===== config.mk =====
export PLATFORM = sky130hd
export DESIGN_NAME = spi_cmd_engine
export DESIGN_NICKNAME = d
export VERILOG_FILES = /design/src/rtl/spi_eng_pkg.sv /design/src/rtl/spi_eng_tick.sv /design/src/rtl/spi_eng_seq.sv /design/src/rtl/spi_eng_regs.sv /design/src/rtl/spi_cmd_engine.sv
export SDC_FILE = /design/constraint.sdc
export NUM_CORES = 1
export LEC_CHECK = 0
export CAP_MARGIN = 20
export CORE_ASPECT_RATIO = 0.8
export CORE_MARGIN = 2
export CORE_UTILIZATION = 53
export CTS_BUF_LIST = sky130_fd_sc_hd__clkbuf_8 sky130_fd_sc_hd__clkbuf_16
export DETAILED_ROUTE_END_ITERATION = 10
export GPL_TIMING_DRIVEN = 1
export HOLD_SLACK_MARGIN = 0.02
export PLACE_DENSITY = 0.76
export SLEW_MARGIN = 20
export SYNTH_ARGS = -nofsm -noshare
export SYNTH_HDL_FRONTEND = slang
export SYNTH_SLANG_ARGS = --single-unit

===== constraint.sdc =====
create_clock -name clk -period 5.7 [get_ports clk]
set_clock_uncertainty 0.1 [all_clocks]
set_input_delay 0.855 -clock clk [delete_from_list [all_inputs] [get_ports clk]]
set_output_delay 0.855 -clock clk [all_outputs]
set_load 0.005 [all_outputs]

===== src/rtl/spi_eng_pkg.sv =====
package spi_eng_pkg;
  localparam int unsigned BYTE_W   = 8;
  localparam int unsigned A_CTRL   = 0;
  localparam int unsigned A_LEN    = 1;
  localparam int unsigned A_TX0    = 2;
  localparam int unsigned TRIG_BIT = 2;

  typedef enum logic {
    PH_LOW  = 1'b0,
    PH_HIGH = 1'b1
  } sck_phase_e;
endpackage


===== src/rtl/spi_eng_tick.sv =====
module spi_eng_tick #(
  parameter int unsigned HALF_CYC = 2
) (
  input  logic clk,
  input  logic rst_n,
  input  logic run,
  output logic tick
);
  localparam int unsigned CNT_W = (HALF_CYC > 1) ? $clog2(HALF_CYC) : 1;
  localparam logic [CNT_W-1:0] CNT_TOP = CNT_W'(HALF_CYC - 1);

  logic [CNT_W-1:0] cnt_q, cnt_d;

  assign tick = run && (cnt_q == CNT_TOP);

  always_comb begin
    if (!run || (cnt_q == CNT_TOP)) cnt_d = '0;
    else                            cnt_d = cnt_q + CNT_W'(1);
  end

  always_ff @(posedge clk or negedge rst_n) begin
    if (!rst_n) cnt_q <= '0;
    else        cnt_q <= cnt_d;
  end
endmodule


===== src/rtl/spi_eng_seq.sv =====
module spi_eng_seq
  import spi_eng_pkg::*;
#(
  parameter int unsigned TX_BYTES  = 6,
  parameter int unsigned CAP_BYTES = 10,
  parameter int unsigned LEN_W     = 6
) (
  input  logic                        clk,
  input  logic                        rst_n,
  input  logic                        start,
  input  logic                        tick,
  input  logic [TX_BYTES*BYTE_W-1:0]  tx_flat,
  input  logic [LEN_W-1:0]            len,
  input  logic                        miso,
  output logic                        busy,
  output logic                        sck,
  output logic                        cs_n,
  output logic                        mosi,
  output logic [CAP_BYTES*BYTE_W-1:0] cap_flat
);
  localparam int unsigned TX_W  = TX_BYTES * BYTE_W;
  localparam int unsigned CAP_W = CAP_BYTES * BYTE_W;

  logic               busy_q, busy_d;
  sck_phase_e         ph_q, ph_d;
  logic [TX_W-1:0]    tx_q, tx_d;
  logic [LEN_W-1:0]   bit_q, bit_d;
  logic [CAP_W-1:0]   cap_q, cap_d;
  logic               step, last, adv;

  assign step = busy_q && tick;
  assign last = (bit_q == (len - LEN_W'(1)));
  assign adv  = start || step;

  always_comb begin
    busy_d = busy_q;
    ph_d   = ph_q;
    tx_d   = tx_q;
    bit_d  = bit_q;
    cap_d  = cap_q;
    if (start) begin
      busy_d = 1'b1;
      ph_d   = PH_LOW;
      tx_d   = tx_flat;
      bit_d  = '0;
    end else if (step) begin
      if (ph_q == PH_LOW) begin
        ph_d  = PH_HIGH;
        cap_d = {cap_q[CAP_W-2:0], miso};
      end else begin
        ph_d = PH_LOW;
        if (last) begin
          busy_d = 1'b0;
        end else begin
          bit_d = bit_q + LEN_W'(1);
          tx_d  = {tx_q[TX_W-2:0], 1'b0};
        end
      end
    end
  end

  always_ff @(posedge clk or negedge rst_n) begin
    if (!rst_n) begin
      busy_q <= 1'b0;
      ph_q   <= PH_LOW;
      tx_q   <= '0;
      bit_q  <= '0;
      cap_q  <= '0;
    end else if (adv) begin
      busy_q <= busy_d;
      ph_q   <= ph_d;
      tx_q   <= tx_d;
      bit_q  <= bit_d;
      cap_q  <= cap_d;
    end
  end

  assign busy     = busy_q;
  assign sck      = (ph_q == PH_HIGH);
  assign cs_n     = !busy_q;
  assign mosi     = busy_q && tx_q[TX_W-1];
  assign cap_flat = cap_q;
endmodule


===== src/rtl/spi_eng_regs.sv =====
module spi_eng_regs
  import spi_eng_pkg::*;
#(
  parameter int unsigned TX_BYTES  = 6,
  parameter int unsigned CAP_BYTES = 10,
  parameter int unsigned MAX_BITS  = 56,
  parameter int unsigned LEN_W     = 6,
  parameter int unsigned ADDR_W    = 5
) (
  input  logic                        clk,
  input  logic                        rst_n,
  input  logic                        we,
  input  logic [ADDR_W-1:0]           addr,
  input  logic [31:0]                 wdata,
  output logic [31:0]                 rdata,
  input  logic                        busy,
  input  logic [CAP_BYTES*BYTE_W-1:0] cap_flat,
  output logic [TX_BYTES*BYTE_W-1:0]  tx_flat,
  output logic [LEN_W-1:0]            len,
  output logic                        start
);
  localparam int unsigned CAP_BASE = A_TX0 + TX_BYTES;

  logic                wr_ok, len_we;
  logic [LEN_W-1:0]    len_q, len_d;
  logic [BYTE_W-1:0]   tx_q [TX_BYTES];
  logic [TX_BYTES-1:0] tx_we;

  assign wr_ok  = we && !busy;
  assign len_we = wr_ok && (addr == ADDR_W'(A_LEN));
  assign start  = wr_ok && (addr == ADDR_W'(A_CTRL)) && wdata[TRIG_BIT] && (len_q != '0);
  assign len_d  = (wdata > 32'(MAX_BITS)) ? LEN_W'(MAX_BITS) : wdata[LEN_W-1:0];

  always_ff @(posedge clk or negedge rst_n) begin
    if (!rst_n)      len_q <= '0;
    else if (len_we) len_q <= len_d;
  end

  for (genvar gi = 0; gi < TX_BYTES; gi++) begin : g_tx
    assign tx_we[gi] = wr_ok && (addr == ADDR_W'(A_TX0 + gi));
    always_ff @(posedge clk or negedge rst_n) begin
      if (!rst_n)          tx_q[gi] <= '0;
      else if (tx_we[gi])  tx_q[gi] <= wdata[BYTE_W-1:0];
    end
    assign tx_flat[gi*BYTE_W +: BYTE_W] = tx_q[gi];
  end

  always_comb begin
    rdata = '0;
    if (addr == ADDR_W'(A_CTRL)) rdata[TRIG_BIT] = busy;
    if (addr == ADDR_W'(A_LEN))  rdata[LEN_W-1:0] = len_q;
    for (int i = 0; i < TX_BYTES; i++)
      if (addr == ADDR_W'(A_TX0 + i)) rdata[BYTE_W-1:0] = tx_q[i];
    for (int j = 0; j < CAP_BYTES; j++)
      if (addr == ADDR_W'(CAP_BASE + j)) rdata[BYTE_W-1:0] = cap_flat[j*BYTE_W +: BYTE_W];
  end

  assign len = len_q;
endmodule


===== src/rtl/spi_cmd_engine.sv =====
module spi_cmd_engine
  import spi_eng_pkg::*;
#(
  parameter int unsigned HALF_CYC  = 2,
  parameter int unsigned TX_BYTES  = 6,
  parameter int unsigned CAP_BYTES = 10,
  parameter int unsigned MAX_BITS  = 56,
  parameter int unsigned ADDR_W    = 5
) (
  input  logic              clk,
  input  logic              rst_n,
  input  logic              reg_we,
  input  logic [ADDR_W-1:0] reg_addr,
  input  logic [31:0]       reg_wdata,
  output logic [31:0]       reg_rdata,
  output logic              spi_sck,
  output logic              spi_cs_n,
  output logic              spi_mosi,
  input  logic              spi_miso
);
  localparam int unsigned LEN_W = $clog2(MAX_BITS + 1);

  logic [1:0]                   rsync_q;
  logic                         core_rst_n;
  logic                         busy, tick, start;
  logic [LEN_W-1:0]             len;
  logic [TX_BYTES*BYTE_W-1:0]   tx_flat;
  logic [CAP_BYTES*BYTE_W-1:0]  cap_flat;

  always_ff @(posedge clk or negedge rst_n) begin
    if (!rst_n) rsync_q <= 2'b00;
    else        rsync_q <= {rsync_q[0], 1'b1};
  end
  assign core_rst_n = rsync_q[1];

  spi_eng_regs #(
    .TX_BYTES(TX_BYTES), .CAP_BYTES(CAP_BYTES), .MAX_BITS(MAX_BITS),
    .LEN_W(LEN_W), .ADDR_W(ADDR_W)
  ) u_regs (
    .clk(clk), .rst_n(core_rst_n), .we(reg_we), .addr(reg_addr),
    .wdata(reg_wdata), .rdata(reg_rdata), .busy(busy), .cap_flat(cap_flat),
    .tx_flat(tx_flat), .len(len), .start(start)
  );

  spi_eng_tick #(.HALF_CYC(HALF_CYC)) u_tick (
    .clk(clk), .rst_n(core_rst_n), .run(busy), .tick(tick)
  );

  spi_eng_seq #(
    .TX_BYTES(TX_BYTES), .CAP_BYTES(CAP_BYTES), .LEN_W(LEN_W)
  ) u_seq (
    .clk(clk), .rst_n(core_rst_n), .start(start), .tick(tick),
    .tx_flat(tx_flat), .len(len), .miso(spi_miso), .busy(busy),
    .sck(spi_sck), .cs_n(spi_cs_n), .mosi(spi_mosi), .cap_flat(cap_flat)
  );
endmodule


---- Yosys cells after proc, flatten, opt, wreduce, memory -nomap -nowiden ----
Cells that the tools add are included.
cells by class
  mux-type cells .......................... 35
  bitwise operators ....................... 2
  add/subtract/negate cells ............... 3
  equality and inequality tests ........... 19
  order comparisons ....................... 1
  reductions and logical operators ........ 26
operators by type and width
  operator               count
  $mux W48               4
  $mux W8                16
  $eq A5 B4 Y1 const B   8
  $mux W6                6
  $gt A32 B6 Y1 const B  1
  $eq A5 B3 Y1 const B   4
  $logic_and A1 B1 Y1    14
  $reduce_and A4 Y1      3
  $eq A5 B2 Y1 const B   2
  $eq A5 B5 Y1 const B   2
  $mux W1                9
  $add A6 B1 Y6 const B  1
  $eq A6 B6 Y1           1
  $reduce_bool A2 Y1     3
  $reduce_bool A6 Y1     1
  $sub A6 B1 Y6 const B  1
  $eq A5 B1 Y1 const B   1
  $logic_not A5 Y1       1
  $logic_or A1 B1 Y1     2
  $ne A2 B1 Y1 const B   1
  $not A1 Y1             2
  $reduce_and A2 Y1      1
  $add A1 B1 Y1 const B  1
  $logic_not A1 Y1       1
storage, ports and cells
  register bits ........................... 193
  output and inout bits ................... 35
  logic and storage cells ................. 100
  input bits .............................. 41

---- Longest topological paths before layout ----
  word-level depth ........................ 19
  gate-level depth with buffers ........... 11

---- Hierarchy ----
Synthesis repeated with hierarchy kept, for this count alone.
unflattened totals
  cells, all modules ...................... 818
  area total of the unflattened synthesis .. 10,116.0 um^2
by module, submodules not included
  module          cells an instance  times used  area each (um^2)
  spi_eng_seq     395                1           6,074.6
  spi_eng_regs    417                1           3,946.3
  spi_cmd_engine  3                  1           53.8
  spi_eng_tick    3                  1           41.3

---- Least setup slack after synthesis ----
OpenSTA, ideal clock, no wires.
  kind .................................... input port to output port
  start ................................... in reg_addr[3]
  end ..................................... out reg_rdata[0]
  setup slack ............................. 2.363 ns
  stages .................................. 7
  path buffers ............................ 2
  required time ........................... 4.745 ns
  data arrival time ....................... 2.382 ns
  cells stage by stage .................... clkbuf_1 -> or3b_2 -> clkbuf_1 -> o32ai_1 -> o21ai_0 -> a311oi_1 -> o22a_1
between the ends
  cells in the longest elaborated chain, start to end .. 18
RTL lines
  item                  line                  RTL
  start, declared       spi_cmd_engine.sv:13  input logic [ADDR_W-1:0] reg_addr,
  $eq A5 B1 Y1          spi_eng_regs.sv:51    if (addr == ADDR_W'(A_LEN)) rdata[LEN_W-1:0] = len_q;
  $mux W6               spi_eng_regs.sv:51
  $mux W8 (6 in a row)  spi_eng_regs.sv:53    if (addr == ADDR_W'(A_TX0 + i)) rdata[BYTE_W-1:0] = tx_q[i];
  $mux W8 (9 in a row)  spi_eng_regs.sv:55    if (addr == ADDR_W'(CAP_BASE + j)) rdata[BYTE_W-1:0] = cap_flat[j*BYTE_W +: BYTE_W];
  $mux W8 (*)           spi_eng_regs.sv:55
  end, declared         spi_cmd_engine.sv:15  output logic [31:0] reg_rdata,
Mark *: on every way between the ends. The rest lies on a longest branch, timed or not.

---- Worst setup path after layout ----
  start ................................... in reg_addr[2]
  end ..................................... out reg_rdata[1]
Same word-level chain as after synthesis.

==> impl_results.md <==
* Outcome: complete, no violations
* RSZ-0062 raised after global routing: no
* Syn avg cell area at 10.3 µm²
* Total gr overflow at 0
* Die Span Y at 124 µm
* Slew @ Worst Pin at 1.07 ns
* Final WL at roughly 25 mm
* Row count at 43
* Post-synthesis cell count at about 930
* Final critical-path share of the clock period at 0.894
* Startpoint Class: input port
* Final Hold Vio Count at 0
* # DRC at 0
* Slew Limit Fails at 0
* Ports at 76
* CTS max path bufs at 2
* Area growth syn-to-layout at 12.4%
* CP Max Fanout at 17
* Worst EP arrival at roughly 4.1 ns
* Final worst setup slack at 0.605 ns
* First-pass GRT wire length at between 30 and 40 mm
* Detail Route Antenna Nets at 0
* FMAX at 0.196 GHz
* Clock power share at 0.346
* Largest net degree at the start of global routing at 117
* Hold buffers post-CTS at 0
* Via density at 6.19
* Switching Share at 0.289
* # port buffers at slightly above 50
* Clock-pin slew on the worst setup and hold paths at 0.08 ns
* GPL Wtd Cong at around 0.95
* Register area share after synthesis at 0.503
* Vias at ~7.4k
* P_int at approximately 2.6 mW
* Post-CTS Setup Bufs at 0
* Final HPWL DP at 17.0 mm
* Register bit total from synthesis at 193
* TritonCTS clock tree: done
* Die X at 154 µm
* EDFF count, synth at 0
* Psw at roughly 1.1 mW
* Post-Syn Area at 0.00960 mm²
* Post-Place Setup Slack at 0.736 ns
* Sequential Power Share at 0.496
* Crit Path Category: in -> out
* Cell Pwr Density at about 340 mW/mm²
* Final min period at slightly above 5 ns
* Wire per inst at ~21 µm
* Starting DRT DRC Count at 704
* Main synth FF type: dfrtp_1
* Commonest non-fill, non-tap cell in the layout: dfrtp_1
* Die area at 0.0192 mm²
* DRT Pass-1 Iters at 5
* Most frequent cells in the layout: dfrtp_1 (192), nand2_1 (142), mux2_2 (128)
* Max Cap Violations at 0
* Combinational share of power at 0.158
* Initial antenna violation count at 1
* Cell Count, Final, Fillers Out at 1,190
* Placed cell area at approximately 0.010 mm²
* Area share of the leading cell type in the synthesized netlist at 0.503
* CTS root buf: clkbuf_16
* TritonCTS buffer count at 17
* Placeable Area at 0.0175 mm²
* Placed Cells at 1,157
* # resized after CTS at 0
* Max_slew headroom at 0.287
* Worst setup EP type: output pin
* H-tree depth at 4
* Synth area leader: dfrtp_1
* Layout cells sized above 1 at 0.200
* Pleak at 4.84 nW
* Main area contributors after synthesis: dfrtp_1 (50%), mux2_2 (15%), nand2_1 (5.6%)
* Post-synth ARST share at 1.00
* Antenna fix cells at 0
* Fin nets at 996
* YS warnings at 0
* Distinct cells, synth at 69
* Finished Core Util at 0.615
* Worst hold-check path type: reg -> reg
* Clock sinks at 193
* VDD IR-drop max at about 0.19 mV
* Tot GR Track Use at 0.266
* Number of global-route vias before repair at just under 7k
* Req. time, crit path at 4.74 ns
* Initial core utilization at 0.548
* Final instance area at around 0.011 mm²
* Sum Neg Setup Slack at 0 ns
* Worst skew pair latency at 0.45 ns
* Setup Viol. Count Final at 0
==> registers in the layout (all words and copies together) (netlist names) <==
register and count:
rsync_q 2, u_regs.len 6, u_regs.tx_flat 48, u_seq.bit_q 6, u_seq.busy 1, u_seq.cap_flat 80
u_seq.sck 1, u_seq.tx_q 48, u_tick.cnt_q 1
==> power by group through the flow <==
stage	sequential, mW	combinational (mW)	clock, mW
6_report	1.81	0.577	1.27
5_1_grt	1.84	0.644	1.34
4_1_cts	1.81	0.577	1.28
3_5_place_dp	1.83	0.574	0
3_3_place_gp	1.83	0.553	0
2_1_floorplan	1.77	0.436	0
==> final timing paths <==
kind	from	end	slack, ns	depth (start not counted)
setup / recovery	reg_addr[2]	reg_rdata[1]	0.60	8
hold / removal	rsync_q[0]	rsync_q[1]	0.25	0
setup reg to reg	u_regs.len[0]	u_seq.bit_q[3]	2.67	8
hold reg to reg	rsync_q[0]	rsync_q[1]	0.25	0
max in group asynchronous	rsync_q[1]	u_seq.cap_flat[6]	3.97	1
min in group asynchronous	rsync_q[1]	u_seq.bit_q[0]	0.38	0
==> critical path, stage by stage <==
cell,delay (ns)
clkdlybuf4s50_1,0.71
buf_4,0.32
or3_1,0.47
a221oi_1,0.43
a31oi_1,0.11
o311ai_0,0.54
a32o_1,0.20
clkdlybuf4s50_1,0.50
==> layer usage <==
| metal | routed length (µm) | global-route usage | part of all wire | vias up |
|---|---|---|---|---|
| met3 | 2130 | 0.0644 | 0.085 | 28 |
| met4 | 338 | 0.0768 | 0.014 | 2 |
| li1 | - | - | - | 3329 |
| met2 | 10600 | 0.370 | 0.43 | 323 |
| met5 | 11 | 0 | 0.00044 | - |
| met1 | 11800 | 0.410 | 0.47 | 3686 |
==> cell families after synthesis <==
group | Yosys count | share of synthesized area
simple gates | 359 | 0.174
compound gates | 136 | 0.101
mux | 139 | 0.162
flops | 193 | 0.503
fa+ha+maj | 3 | 0.00391
buf+inv | 93 | 0.0508
xor+xnor | 6 | 0.00547
other cells | 2 | 0.000782
==> per-stage QoR <==
| stage | hold WS (ns) | power, mW |
|---|---|---|
| after floorplan | 0.231 | 2.21 |
| final | 0.253 | 3.66 |
| after global placement | 0.235 | 2.38 |
| after detailed placement | 0.239 | 2.40 |
| after CTS | 0.256 | 3.66 |
| after global routing | 0.258 | 3.82 |
==> cells in the mapped netlist, drive strengths merged (5+ instances only) <==
library cell  instances
inv                   8
nor4                  8
nor2b                 8
buf                  49
o21ai                27
nand2b                8
o31ai                 7
a22oi                 7
nor2                 42
mux2i                11
dfrtp               193
nor3                 15
nand2               143
clkbuf               36
o2bb2ai               5
nand3               104
nand4                 8
a21oi                23
mux2                128
o211ai                8
o22ai                14
==> layout make-up <==
| cell class | instances | area [µm²] |
|---|---|---|
| Fill cell | 1458 | 6750 |
| Sequential cell | 193 | 4830 |
| Multi-Input combinational cell | 668 | 4380 |
| Timing Repair Buffer | 64 | 648 |
| Clock buffer | 17 | 425 |
| Tap cell | 225 | 282 |
| Clock inverter | 15 | 196 |
| Inverter | 8 | 30.0 |
Power figures use the tool's default switching activity.
